`src/rtl/irq_csr_pkg.sv`:
```
package irq_csr_pkg;
    localparam int REG_W  = 16;
    localparam int VEC_W  = 7;
    localparam int PRIO_W = 2;
    localparam int NPINS  = 2;

    // bit positions the core's software decodes
    localparam int B_IRQ  = 15;
    localparam int B_DIS  = 5;
    localparam int B_EDGB = 1;
    localparam int B_EDGA = 0;

    typedef struct packed {
        logic dis;
        logic edge_b;
        logic edge_a;
    } ctl_t;

    typedef struct packed {
        logic [PRIO_W-1:0] prio;
        logic [VEC_W-1:0]  vec;
    } cap_t;

    function automatic logic [REG_W-1:0] pack_status(
        input logic irq, input cap_t cap, input ctl_t ctl,
        input logic lvl_b, input logic lvl_a);
        return {irq, cap.prio, cap.vec, ctl.dis, 1'b1, lvl_b, lvl_a,
                ctl.edge_b, ctl.edge_a};
    endfunction
endpackage

```
`src/rtl/irq_pin_cond.sv`:
```
module irq_pin_cond
    import irq_csr_pkg::*;
#(
    parameter int SYNC_STAGES = 2,
    parameter logic [VEC_W-1:0] MY_VEC = '0
) (
    input  logic             clk,
    input  logic             rst,
    input  logic             pin_n,
    input  logic             edge_sel,
    input  logic             low_power,
    input  logic             take,
    input  logic [VEC_W-1:0] take_vec,
    output logic             level,
    output logic             req
);
    logic [SYNC_STAGES-1:0] sync_q;
    logic                   prev_q;
    logic                   pend_q;
    logic                   use_edge;
    logic                   fell;

    always_ff @(posedge clk) begin
        if (rst) begin
            sync_q <= '1;
            prev_q <= 1'b1;
        end else begin
            sync_q <= {sync_q[SYNC_STAGES-2:0], pin_n};
            prev_q <= sync_q[SYNC_STAGES-1];
        end
    end

    assign level    = sync_q[SYNC_STAGES-1];
    assign use_edge = edge_sel & ~low_power;
    assign fell     = prev_q & ~level;

    always_ff @(posedge clk) begin
        if (rst)
            pend_q <= 1'b0;
        else if (use_edge && fell)
            pend_q <= 1'b1;
        else if (take && take_vec == MY_VEC)
            pend_q <= 1'b0;
    end

    assign req = use_edge ? pend_q : ~level;
endmodule

```
`src/rtl/irq_ctl_reg.sv`:
```
module irq_ctl_reg
    import irq_csr_pkg::*;
(
    input  logic             clk,
    input  logic             rst,
    input  logic             wr_en,
    input  logic [REG_W-1:0] wr_data,
    output ctl_t             ctl
);
    always_ff @(posedge clk) begin
        if (rst)
            ctl <= '0;
        else if (wr_en) begin
            ctl.dis    <= wr_data[B_DIS];
            ctl.edge_b <= wr_data[B_EDGB];
            ctl.edge_a <= wr_data[B_EDGA];
        end
    end
endmodule

```
`src/rtl/irq_vec_capture.sv`:
```
module irq_vec_capture
    import irq_csr_pkg::*;
(
    input  logic              clk,
    input  logic              rst,
    input  logic              take,
    input  logic [VEC_W-1:0]  vec_num,
    input  logic [PRIO_W-1:0] vec_prio,
    output cap_t              cap
);
    always_ff @(posedge clk) begin
        if (rst)
            cap <= '0;
        else if (take) begin
            cap.prio <= vec_prio;
            cap.vec  <= vec_num;
        end
    end
endmodule

```
`src/rtl/irq_csr_unit.sv`:
```
module irq_csr_unit
    import irq_csr_pkg::*;
#(
    parameter int SYNC_STAGES = 2,
    parameter logic [VEC_W-1:0] VEC_A = 7'd8,
    parameter logic [VEC_W-1:0] VEC_B = 7'd9
) (
    input  logic              clk,
    input  logic              rst,
    input  logic              wr_en,
    input  logic [REG_W-1:0]  wr_data,
    output logic [REG_W-1:0]  rd_data,
    input  logic              pin_a_n,
    input  logic              pin_b_n,
    input  logic              low_power,
    input  logic              vec_take,
    input  logic [VEC_W-1:0]  vec_num,
    input  logic [PRIO_W-1:0] vec_prio,
    output logic              irq_out
);
    ctl_t             ctl;
    cap_t             cap;
    logic [NPINS-1:0] pins_n;
    logic [NPINS-1:0] edge_sel;
    logic [NPINS-1:0] lvl;
    logic [NPINS-1:0] req;

    assign pins_n   = {pin_b_n, pin_a_n};
    assign edge_sel = {ctl.edge_b, ctl.edge_a};

    irq_ctl_reg u_ctl (
        .clk(clk), .rst(rst), .wr_en(wr_en), .wr_data(wr_data), .ctl(ctl)
    );

    irq_vec_capture u_cap (
        .clk(clk), .rst(rst), .take(vec_take), .vec_num(vec_num),
        .vec_prio(vec_prio), .cap(cap)
    );

    for (genvar g = 0; g < NPINS; g++) begin : g_pin
        localparam logic [VEC_W-1:0] PIN_VEC = (g == 0) ? VEC_A : VEC_B;
        irq_pin_cond #(.SYNC_STAGES(SYNC_STAGES), .MY_VEC(PIN_VEC)) u_pin (
            .clk(clk), .rst(rst), .pin_n(pins_n[g]), .edge_sel(edge_sel[g]),
            .low_power(low_power), .take(vec_take), .take_vec(vec_num),
            .level(lvl[g]), .req(req[g])
        );
    end

    assign irq_out = (|req) & ~ctl.dis;
    assign rd_data = pack_status(irq_out, cap, ctl, lvl[1], lvl[0]);
endmodule

```
`config.mk`:
```
export PLATFORM = sky130hd
export DESIGN_NAME = irq_csr_unit
export DESIGN_NICKNAME = d
export VERILOG_FILES = /design/src/rtl/irq_csr_pkg.sv /design/src/rtl/irq_pin_cond.sv /design/src/rtl/irq_ctl_reg.sv /design/src/rtl/irq_vec_capture.sv /design/src/rtl/irq_csr_unit.sv
export SDC_FILE = /design/constraint.sdc
export NUM_CORES = 1
export LEC_CHECK = 0
export ABC_AREA = 1
export CELL_PAD_IN_SITES_DETAIL_PLACEMENT = 0
export CELL_PAD_IN_SITES_GLOBAL_PLACEMENT = 1
export CORE_UTILIZATION = 25
export DETAILED_ROUTE_END_ITERATION = 7
export HOLD_SLACK_MARGIN = 0.06
export PLACE_DENSITY_LB_ADDON = 0.1
export SLEW_MARGIN = 20
export SYNTH_ARGS = -nofsm -noshare
export SYNTH_HDL_FRONTEND = slang
export SYNTH_HIERARCHICAL = 1
export SYNTH_SLANG_ARGS = --single-unit
```
`constraint.sdc`:
```
create_clock -name clk -period 1.2 [get_ports clk]
set_input_delay 0.12 -clock clk [delete_from_list [all_inputs] [get_ports clk]]
set_output_delay 0.12 -clock clk [all_outputs]
set_load 0.01 [all_outputs]
```
* Yosys cells after proc, flatten, opt, wreduce, memory -nomap -nowiden
Cells that the tools add are included.
** Storage, ports and cells
- Register bits after elaboration :: 20
- Bits in latches :: 0
- Memory bits (writable) :: 0
- Bits in read-only memories :: 0
- Bits of input ports :: 32
- Output and inout bits :: 17
- Word-level logic and storage cells :: 35
- Memories kept :: 0
** Cells by class
- Add/subtract/negate cells :: 0
- Multipliers :: 0
- Div/mod/pow operators :: 0
- Order comparisons :: 0
- Equal/unequal tests :: 2
- Shifts and indexed selects :: 0
- Mux-type cells :: 6
- Bitwise gates (word level) :: 9
- Reduce and logical (&&, ||, !) cells :: 7
** Operator list (count)
- $eq 7x4->1 const B :: 2
- $mux 1 :: 6
- $and 1x1->1 :: 5
- $logic_and 1x1->1 :: 4
- $not 1->1 :: 4
- $reduce_bool 2->1 :: 2
- $reduce_or 2->1 :: 1

* Depth between registers and ports, before layout
Gate-level depths: netlist of the first run.
- Depth after elaboration :: 5
- Depth in mapped cells :: 7
- Mapped depth without buffers :: 6

* Hierarchy
The synthesis of the first run kept the hierarchy.
** Modules (own cells, without submodules)
- irq_vec_capture :: instances 1, cells each 57, area each 381.6 um^2, sequential area each 180.2 um^2
- irq_pin_cond (g_pin[0].u_pin) :: instances 1, cells each 27, area each 195.2 um^2, sequential area each 80.1 um^2
- irq_pin_cond (g_pin[1].u_pin) :: instances 1, cells each 26, area each 191.4 um^2, sequential area each 80.1 um^2
- irq_ctl_reg :: instances 1, cells each 19, area each 120.1 um^2, sequential area each 60.1 um^2
- irq_csr_unit :: instances 1, cells each 5, area each 26.3 um^2, sequential area each 0.0 um^2

* Worst setup path before layout of the first run
Ideal clock, no wire load.
- Path kind :: flip-flop to output port
- From :: register u_ctl/ctl[1] (netlist name)
- To :: output rd_data[15]
- Arrival :: 1.077 ns
- Required time :: 1.080 ns
- Setup slack :: 0.003 ns
- Stages on the path, launching flop included :: 8
- Buffers on the path :: 1
- Cell sequence :: dfxtp_1 inv_1 nor2_4 nand2_1 o21ai_0 nor2_1 nor2_1 buf_4
** Between the ends
- Word-level cells in the longest chain between the ends :: 4
** Ends and longest elaborated chain
- $and 1x1->1 :: RTL line irq_pin_cond.sv:34 : assign use_edge = edge_sel & ~low_power;
- $mux 1 :: RTL line irq_pin_cond.sv:46 : assign req = use_edge ? pend_q : ~level;
- net req[1] :: RTL line irq_csr_unit.sv:26 : logic [NPINS-1:0] req;
- $reduce_or 2->1 :: RTL line irq_csr_unit.sv:49 : assign irq_out = (|req) & ~ctl.dis;
- $and 1x1->1 :: RTL line irq_csr_unit.sv:49
- end, declared :: RTL line irq_csr_unit.sv:12 : output logic [REG_W-1:0] rd_data,
The timed path passes the listed nets, and every way through them passes these cells.

* Worst setup path after layout of the first run
- From :: input low_power
- To :: output irq_out
** Between the ends
- Word-level cells in the longest chain between the ends :: 5
- Elaborated cells on any way between the ends :: 7
- Classes of those cells :: 2 x mux; 4 x bitwise; 1 x reduce/logical
** Ends and longest elaborated chain
- start, declared :: RTL line irq_csr_unit.sv:15 : input logic low_power,
- $not 1->1 :: RTL line irq_pin_cond.sv:34
- $and 1x1->1 :: RTL line irq_pin_cond.sv:34
- $mux 1 :: RTL line irq_pin_cond.sv:46
- net req[0] :: RTL line irq_csr_unit.sv:26
- $reduce_or 2->1 :: RTL line irq_csr_unit.sv:49
- $and 1x1->1 :: RTL line irq_csr_unit.sv:49
- end, declared :: RTL line irq_csr_unit.sv:19 : output logic irq_out
The timed path passes the listed nets, and every way through them passes these cells.

==> impl_metrics.env, run 1 <==
export IMPL_floorplan_rows=21
export IMPL_grt_first_pass_wirelength_microns=3360
export IMPL_syn_area_per_cell_sq_um=6.83
export IMPL_total_track_usage_pct=10.7
export IMPL_antenna_cells=0
export IMPL_postCtsSetupBuffers=0
export IMPL_ios=49
export IMPL_setup_viol_count_final=2
export IMPL_worstSetupEndpoint="irq_out"
export IMPL_worst_endpoint_required_ns=1.08
export IMPL_timing_critical_path_cells="clkdlybuf4s50_1 > nor2_4 > o21ai_0 > nor2_1 > nor2_1 > buf_2"
export IMPL_post_route_cells_drive_above_1_share_pct=17.5
export IMPL_post_cts_hold_buffer_count=0
export IMPL_finalWorstPathRequiredPeriod_ns=1.34
export IMPL_leakagePower_nw=0.723
export IMPL_design_final_nets=210
export IMPL_overflow=0
export IMPL_multi_input_area_sq_um=372
export IMPL_post_synth_inst_count=134
export IMPL_setup_slack_ns=-0.138
export IMPL_start_util_pct=26.8
export IMPL_max_clock_freq_ghz=0.748
export IMPL_r2r_start="u_ctl/ctl[0]"
export IMPL_cp_startpoint="low_power"
export IMPL_layout_area_overhead_vs_synth_pct=47.9
export IMPL_drc_errors=0
export IMPL_power_density_nw_per_um2=1010
export IMPL_clk_pin_slew_worst_paths_ns=0.11
export IMPL_ctsHtreeMaxLevel=1
export IMPL_timing_clock_skew_ns=0.000659
export IMPL_core_area_sq_um=3420
export IMPL_ctsLongestPathBuffers=2
export IMPL_r2r_worst_path_cells=5
export IMPL_final_antenna_net_count=0
export IMPL_gp_congestion=0.717
export IMPL_cp_common_cell="sky130_fd_sc_hd__nor2_1"
export IMPL_post_dp_hpwl_microns=1540
export IMPL_outcome="complete, but fails checks"
export IMPL_final_cell_area_sq_um=1350
export IMPL_worst_stage_delay_on_the_critical_path_ns=0.57
export IMPL_synth_net_count=166
export IMPL_tritoncts_num_buffers=3
export IMPL_dr_total_vias=858
export IMPL_timing_hold_worst_class="in -> reg"
export IMPL_grt_max_degree=12
export IMPL_ctsRootBufferMaster="sky130_fd_sc_hd__clkbuf_4"
export IMPL_yosysUniqueCellTypes=15
export IMPL_clock_latency_ns=0.29
export IMPL_critPathCaptureType="output pin"
export IMPL_synth_seq_area_share_pct=43.8
export IMPL_cpMaxStageDelayCell="sky130_fd_sc_hd__clkdlybuf4s50_1"
export IMPL_rsz_0062_raised_after_global_routing="true"
export IMPL_synthesis_yosys_warnings=6
export IMPL_wire_per_inst_microns=8.31
export IMPL_failed_checks="negative setup slack"
export IMPL_hold_slack_ns=0.375
export IMPL_seqCellArea_sq_um=403
export IMPL_first_global_vias=815
export IMPL_die_x_microns=62.5
export IMPL_drtPass1Iterations=4
export IMPL_portBuffers=34
export IMPL_initial_antenna_violation_count=0
export IMPL_synth_area_sq_um=915
export IMPL_placed_cell_area_sq_um=1340
export IMPL_ff2ff_setup_slack_ns=0.35
export IMPL_post_drt_via_cell_ratio=3.85
export IMPL_period_share_pct=111
export IMPL_detail_route_iter0_violations=36
export IMPL_hold_violations=0
export IMPL_drt_wl_total_microns=1850
export IMPL_maximum_fanout_along_the_worst_path=3
export IMPL_vdd_ir_drop_worst_mv=0.539
export IMPL_slew_viol_final=0
export IMPL_cap_viol_max_count=0
export IMPL_dieArea_sq_um=3900
export IMPL_fillCellCount=385
export IMPL_die_h_microns=62.5
export IMPL_clkSinkCount=20
export IMPL_r2r_end="g_pin[0].u_pin/pend_q"
export IMPL_worst_setup_path_start_kind="primary input"
export IMPL_synth_seq_cells=20
export IMPL_path_class="in -> out"
export IMPL_timing_critical_path_arrival_ns=1.22
export IMPL_cts_tree="yes"
==> sequential cells by signal (all words and copies together) (netlist names) <==
name / cells
u_ctl/ctl: 3
g_pin.u_pin/prev_q: 2
g_pin.u_pin/sync_q: 4
g_pin.u_pin/pend_q: 2
u_cap/cap: 9
==> cells in the mapped netlist (all sizes together) <==
library cell,n,area share (%)
conb,1,0.41
a21oi,2,1.9
clkinv,1,0.41
inv,26,11
nand3b,2,2.5
dfxtp,20,44
o21ai,2,1.1
nor2,32,15
nand2,38,16
buf,4,4.5
or2,6,4.1
==> kinds of logic (layout without fill, tap and decap cells) <==
kind of cell           Yosys count  count (layout)  share of synthesized area [%]
buffers and inverters           31              74                           15.6
AOI/OAI and AO/OA                4               4                           3.01
other                            1               1                          0.410
DFF                             20              20                           43.8
and+or+nand+nor                 78              78                           37.2
==> timing repair <==
item	CTS	global route
endpoints found under the setup margin	16	4
hold endpoints to repair	0	0
resized for setup	25	3
gates cloned	0	0
pin swaps	1	1
==> worst max-delay path, delay by kind of cell <==
family / cells / cell delay, ns
compound gates: 1 / 0.15
buf+inv: 2 / 0.71
simple gates: 3 / 0.23
==> placed cells by master (no fill, tap or decap), types with 2 or more instances in the layout <==
cell type and instances:
sky130_fd_sc_hd__dfxtp_1 18, sky130_fd_sc_hd__nor2_4 2, sky130_fd_sc_hd__buf_4 9, sky130_fd_sc_hd__dlygate4sd2_1 12
sky130_fd_sc_hd__clkdlybuf4s15_1 2, sky130_fd_sc_hd__inv_1 25, sky130_fd_sc_hd__nand3b_2 2, sky130_fd_sc_hd__a21oi_2 2
sky130_fd_sc_hd__dfxtp_2 2, sky130_fd_sc_hd__clkbuf_4 3, sky130_fd_sc_hd__or2_2 6, sky130_fd_sc_hd__clkdlybuf4s50_1 18
sky130_fd_sc_hd__nand2_1 37, sky130_fd_sc_hd__nor2_1 30, sky130_fd_sc_hd__buf_2 2
==> cell type report <==
cell class / count / area share (%)
sequential: 20 / 29.8
timing repair buffer: 43 / 28.3
multi-input combinational: 83 / 27.5
inverter: 27 / 7.49
tap: 46 / 4.26
clock buffer: 4 / 2.68
==> power by group <==
group / leakage [nW] / internal (W) / switching [W]
clock network: 0.0210 / 0.000185 / 0.000202
registers: 0.166 / 0.000701 / 0.0000161
logic: 0.536 / 0.000143 / 0.000122
==> metal layers <==
metal	part of all wire, %	track usage (%)	up-vias	wire (microns)
li1	-	-	460	-
met4	0.70	1.74	0	13
met1	44	11.7	375	807
met2	52	20.4	21	965
met5	0	0	-	0
met3	3.7	3.28	2	68
==> through the flow <==
stage	instances	power, W	setup WS [ns]	utilization [%]	setup TNS, ns
final	223	0.00137	-0.138	39.6	-0.275
after global routing	223	0.00146	-0.266	39.6	-0.527
after CTS	223	0.00140	-0.175	39.5	-0.349
after detailed placement	219	0.00103	-0.564	39.2	-1.13
after global placement	219	0.00102	-0.542	39.2	-1.08
after floorplan	134	0.000859	0.00276	-	0
==> how the worst min path moves through the flow <==
stage                             startpoint                        to  slack (ns)  cells past startpoint
floorplan                                rst     g_pin[0].u_pin/pend_q        0.18                      1
global placement    g_pin[0].u_pin/sync_q[0]  g_pin[0].u_pin/sync_q[1]        0.40                      1
detailed placement  g_pin[0].u_pin/sync_q[0]  g_pin[0].u_pin/sync_q[1]        0.39                      1
CTS                                  pin_a_n  g_pin[0].u_pin/sync_q[0]        0.36                      2
global route                         pin_b_n  g_pin[1].u_pin/sync_q[0]        0.37                      2
finish                               pin_a_n  g_pin[0].u_pin/sync_q[0]        0.38                      2
(Power assumes the default switching activity.)
==> inputs of run 2 (changes only) <==
Clock period 1.2 ns to 1.3 ns, I/O delays scaled along.
==> impl_metrics.env, run 2 (same netlist as run 1, synthesis figures left out) <==
export IMPL_timing_critical_path_cells="clkdlybuf4s50_1 > nor2_4 > nand2_1 > o21ai_1 > nor2_1 > nor2_1 > buf_2"
export IMPL_power_internal_w=0.000950
export IMPL_overflow=0
export IMPL_cpMaxStageDelayCell="sky130_fd_sc_hd__clkdlybuf4s50_1"
export IMPL_layout_area_overhead_vs_synth_pct=47.7
export IMPL_mostFrequentLayoutCells="sky130_fd_sc_hd__nand2_1 (37), sky130_fd_sc_hd__nor2_1 (30), sky130_fd_sc_hd__inv_1 (24), sky130_fd_sc_hd__clkdlybuf4s50_1 (18), sky130_fd_sc_hd__dfxtp_1 (17)"
export IMPL_p_comb_share_pct=19.1
export IMPL_power_density_nw_per_um2=943
export IMPL_max_clock_freq_ghz=0.747
export IMPL_setup_viol_count_final=2
export IMPL_critPathCaptureType="output pin"
export IMPL_slew_viol_final=0
export IMPL_placed_cell_area_sq_um=1340
export IMPL_ios=49
export IMPL_setup_slack_ns=-0.0387
export IMPL_hold_path_endpoint="g_pin[0].u_pin/sync_q[0]"
export IMPL_pwr_share_seq_pct=52.0
export IMPL_cp_common_cell="sky130_fd_sc_hd__nor2_1"
export IMPL_hold_slack_ns=0.388
export IMPL_core_area_sq_um=3420
export IMPL_leakagePower_nw=0.723
export IMPL_r2r_worst_path_cells=2
export IMPL_antenna_cells=0
export IMPL_final_antenna_net_count=0
export IMPL_ctsHtreeMaxLevel=1
export IMPL_period_share_pct=103
export IMPL_wire_per_inst_microns=8.52
export IMPL_largest_register="u_cap/cap"
export IMPL_placement_setup_worst_slack_ns=-0.478
export IMPL_drtPass1Iterations=2
export IMPL_post_drt_via_cell_ratio=3.72
export IMPL_path_class="in -> out"
export IMPL_mostFrequentLayoutCell="sky130_fd_sc_hd__nand2_1"
export IMPL_hold_violations=0
export IMPL_failed_checks="negative setup slack"
export IMPL_maximum_fanout_along_the_worst_path=3
export IMPL_clkSinkCount=20
export IMPL_grt_first_pass_wirelength_microns=3370
export IMPL_ctsRootBufferMaster="sky130_fd_sc_hd__clkbuf_4"
export IMPL_floorplan_rows=21
export IMPL_largest_register_ffs=9
export IMPL_post_route_cells_drive_above_1_share_pct=18.6
export IMPL_final_cell_area_sq_um=1350
export IMPL_r2r_end="g_pin[0].u_pin/prev_q"
export IMPL_min_path_cells=2
export IMPL_ctsLongestPathBuffers=2
export IMPL_cts_tree="yes"
export IMPL_initial_antenna_violation_count=0
export IMPL_timing_clock_skew_ns=0.0122
export IMPL_timing_hold_worst_class="in -> reg"
export IMPL_critPathBufInv=2
export IMPL_post_dp_hpwl_microns=1530
export IMPL_cap_viol_max_count=0
export IMPL_die_h_microns=62.5
export IMPL_worst_setup_path_start_kind="primary input"
export IMPL_portBuffers=34
export IMPL_largest_delay_contributor_family_on_the_critical_path="buffers and inverters"
export IMPL_tritoncts_num_buffers=3
export IMPL_detail_route_iter0_violations=19
export IMPL_power_share_clock_pct=28.8
export IMPL_clk_pin_slew_worst_paths_ns=0.11
export IMPL_ff2ff_setup_slack_ns=0.45
export IMPL_total_track_usage_pct=11.1
export IMPL_first_global_vias=825
export IMPL_min_delay_start="pin_a_n"
export IMPL_worst_endpoint_required_ns=1.17
export IMPL_outcome="complete, but fails checks"
export IMPL_design_final_nets=210
export IMPL_rsz_0062_raised_after_global_routing="true"
export IMPL_dieArea_sq_um=3900
export IMPL_power_switching_w=0.000324
export IMPL_worst_stage_delay_on_the_critical_path_ns=0.49
export IMPL_start_util_pct=26.8
export IMPL_grt_max_degree=12
export IMPL_layout_top_registers="u_cap/cap (9), g_pin.u_pin/sync_q (4), u_ctl/ctl (3)"
export IMPL_cp_startpoint="low_power"
export IMPL_drt_wl_total_microns=1900
export IMPL_dr_total_vias=829
export IMPL_die_x_microns=62.5
export IMPL_finalPower_w=0.00127
export IMPL_finalWorstPathRequiredPeriod_ns=1.34
export IMPL_fillCellCount=396
export IMPL_gp_congestion=0.712
export IMPL_timing_critical_path_arrival_ns=1.21
export IMPL_power_switching_share_pct=25.4
export IMPL_clock_latency_ns=0.31
export IMPL_r2r_start="g_pin[0].u_pin/sync_q[1]"
export IMPL_vdd_ir_drop_worst_mv=0.595
export IMPL_drc_errors=0
## run 2: power groups by stage
stage	registers, W	clock network [W]	logic (W)
2_1_floorplan	0.000690	0	0.000102
3_3_place_gp	0.000676	0	0.000268
3_5_place_dp	0.000677	0	0.000271
4_1_cts	0.000665	0.000396	0.000249
5_1_grt	0.000669	0.000415	0.000275
6_report	0.000663	0.000367	0.000244
## run 2: through the flow
| step | utilization, % | TNS, ns | instances |
|---|---|---|---|
| CTS | 39.6 | -0.123 | 223 |
| global placement | 39.2 | -0.905 | 219 |
| global route | 39.6 | -0.342 | 223 |
| finish | 39.6 | -0.0769 | 223 |
| floorplan | - | 0 | 134 |
| detailed placement | 39.2 | -0.955 | 219 |
## run 2: cell type report
type | count | area [sq um] | share of cell area [%]
flip-flops and latches | 20 | 404 | 29.9
clock buffers | 4 | 36.3 | 2.69
multi-input cells | 83 | 372 | 27.5
well taps | 46 | 57.6 | 4.26
repair buffers | 43 | 380 | 28.1
inverters | 27 | 101 | 7.50
## run 2: how the worst max path moves through the flow
stage,slack [ns],to,cells after the start
2_1_floorplan,0.09,rd_data[15],7
3_3_place_gp,-0.45,rd_data[15],6
3_5_place_dp,-0.48,irq_out,6
4_1_cts,-0.06,irq_out,7
5_1_grt,-0.17,irq_out,7
6_report,-0.04,irq_out,7
## run 2: metal layers
layer	global-route usage, %	vias up	wire, microns
met5	0	-	0
met4	4.36	0	29
met3	3.47	4	99
met2	20.9	23	932
met1	11.1	339	839
li1	-	463	-
## run 2: repair_timing
| action | CTS | global route |
|---|---|---|
| hold buffers | 0 | 0 |
| setup buffers | 0 | 0 |
| resized for setup | 29 | 0 |
| endpoints found under the setup margin | 16 | 2 |
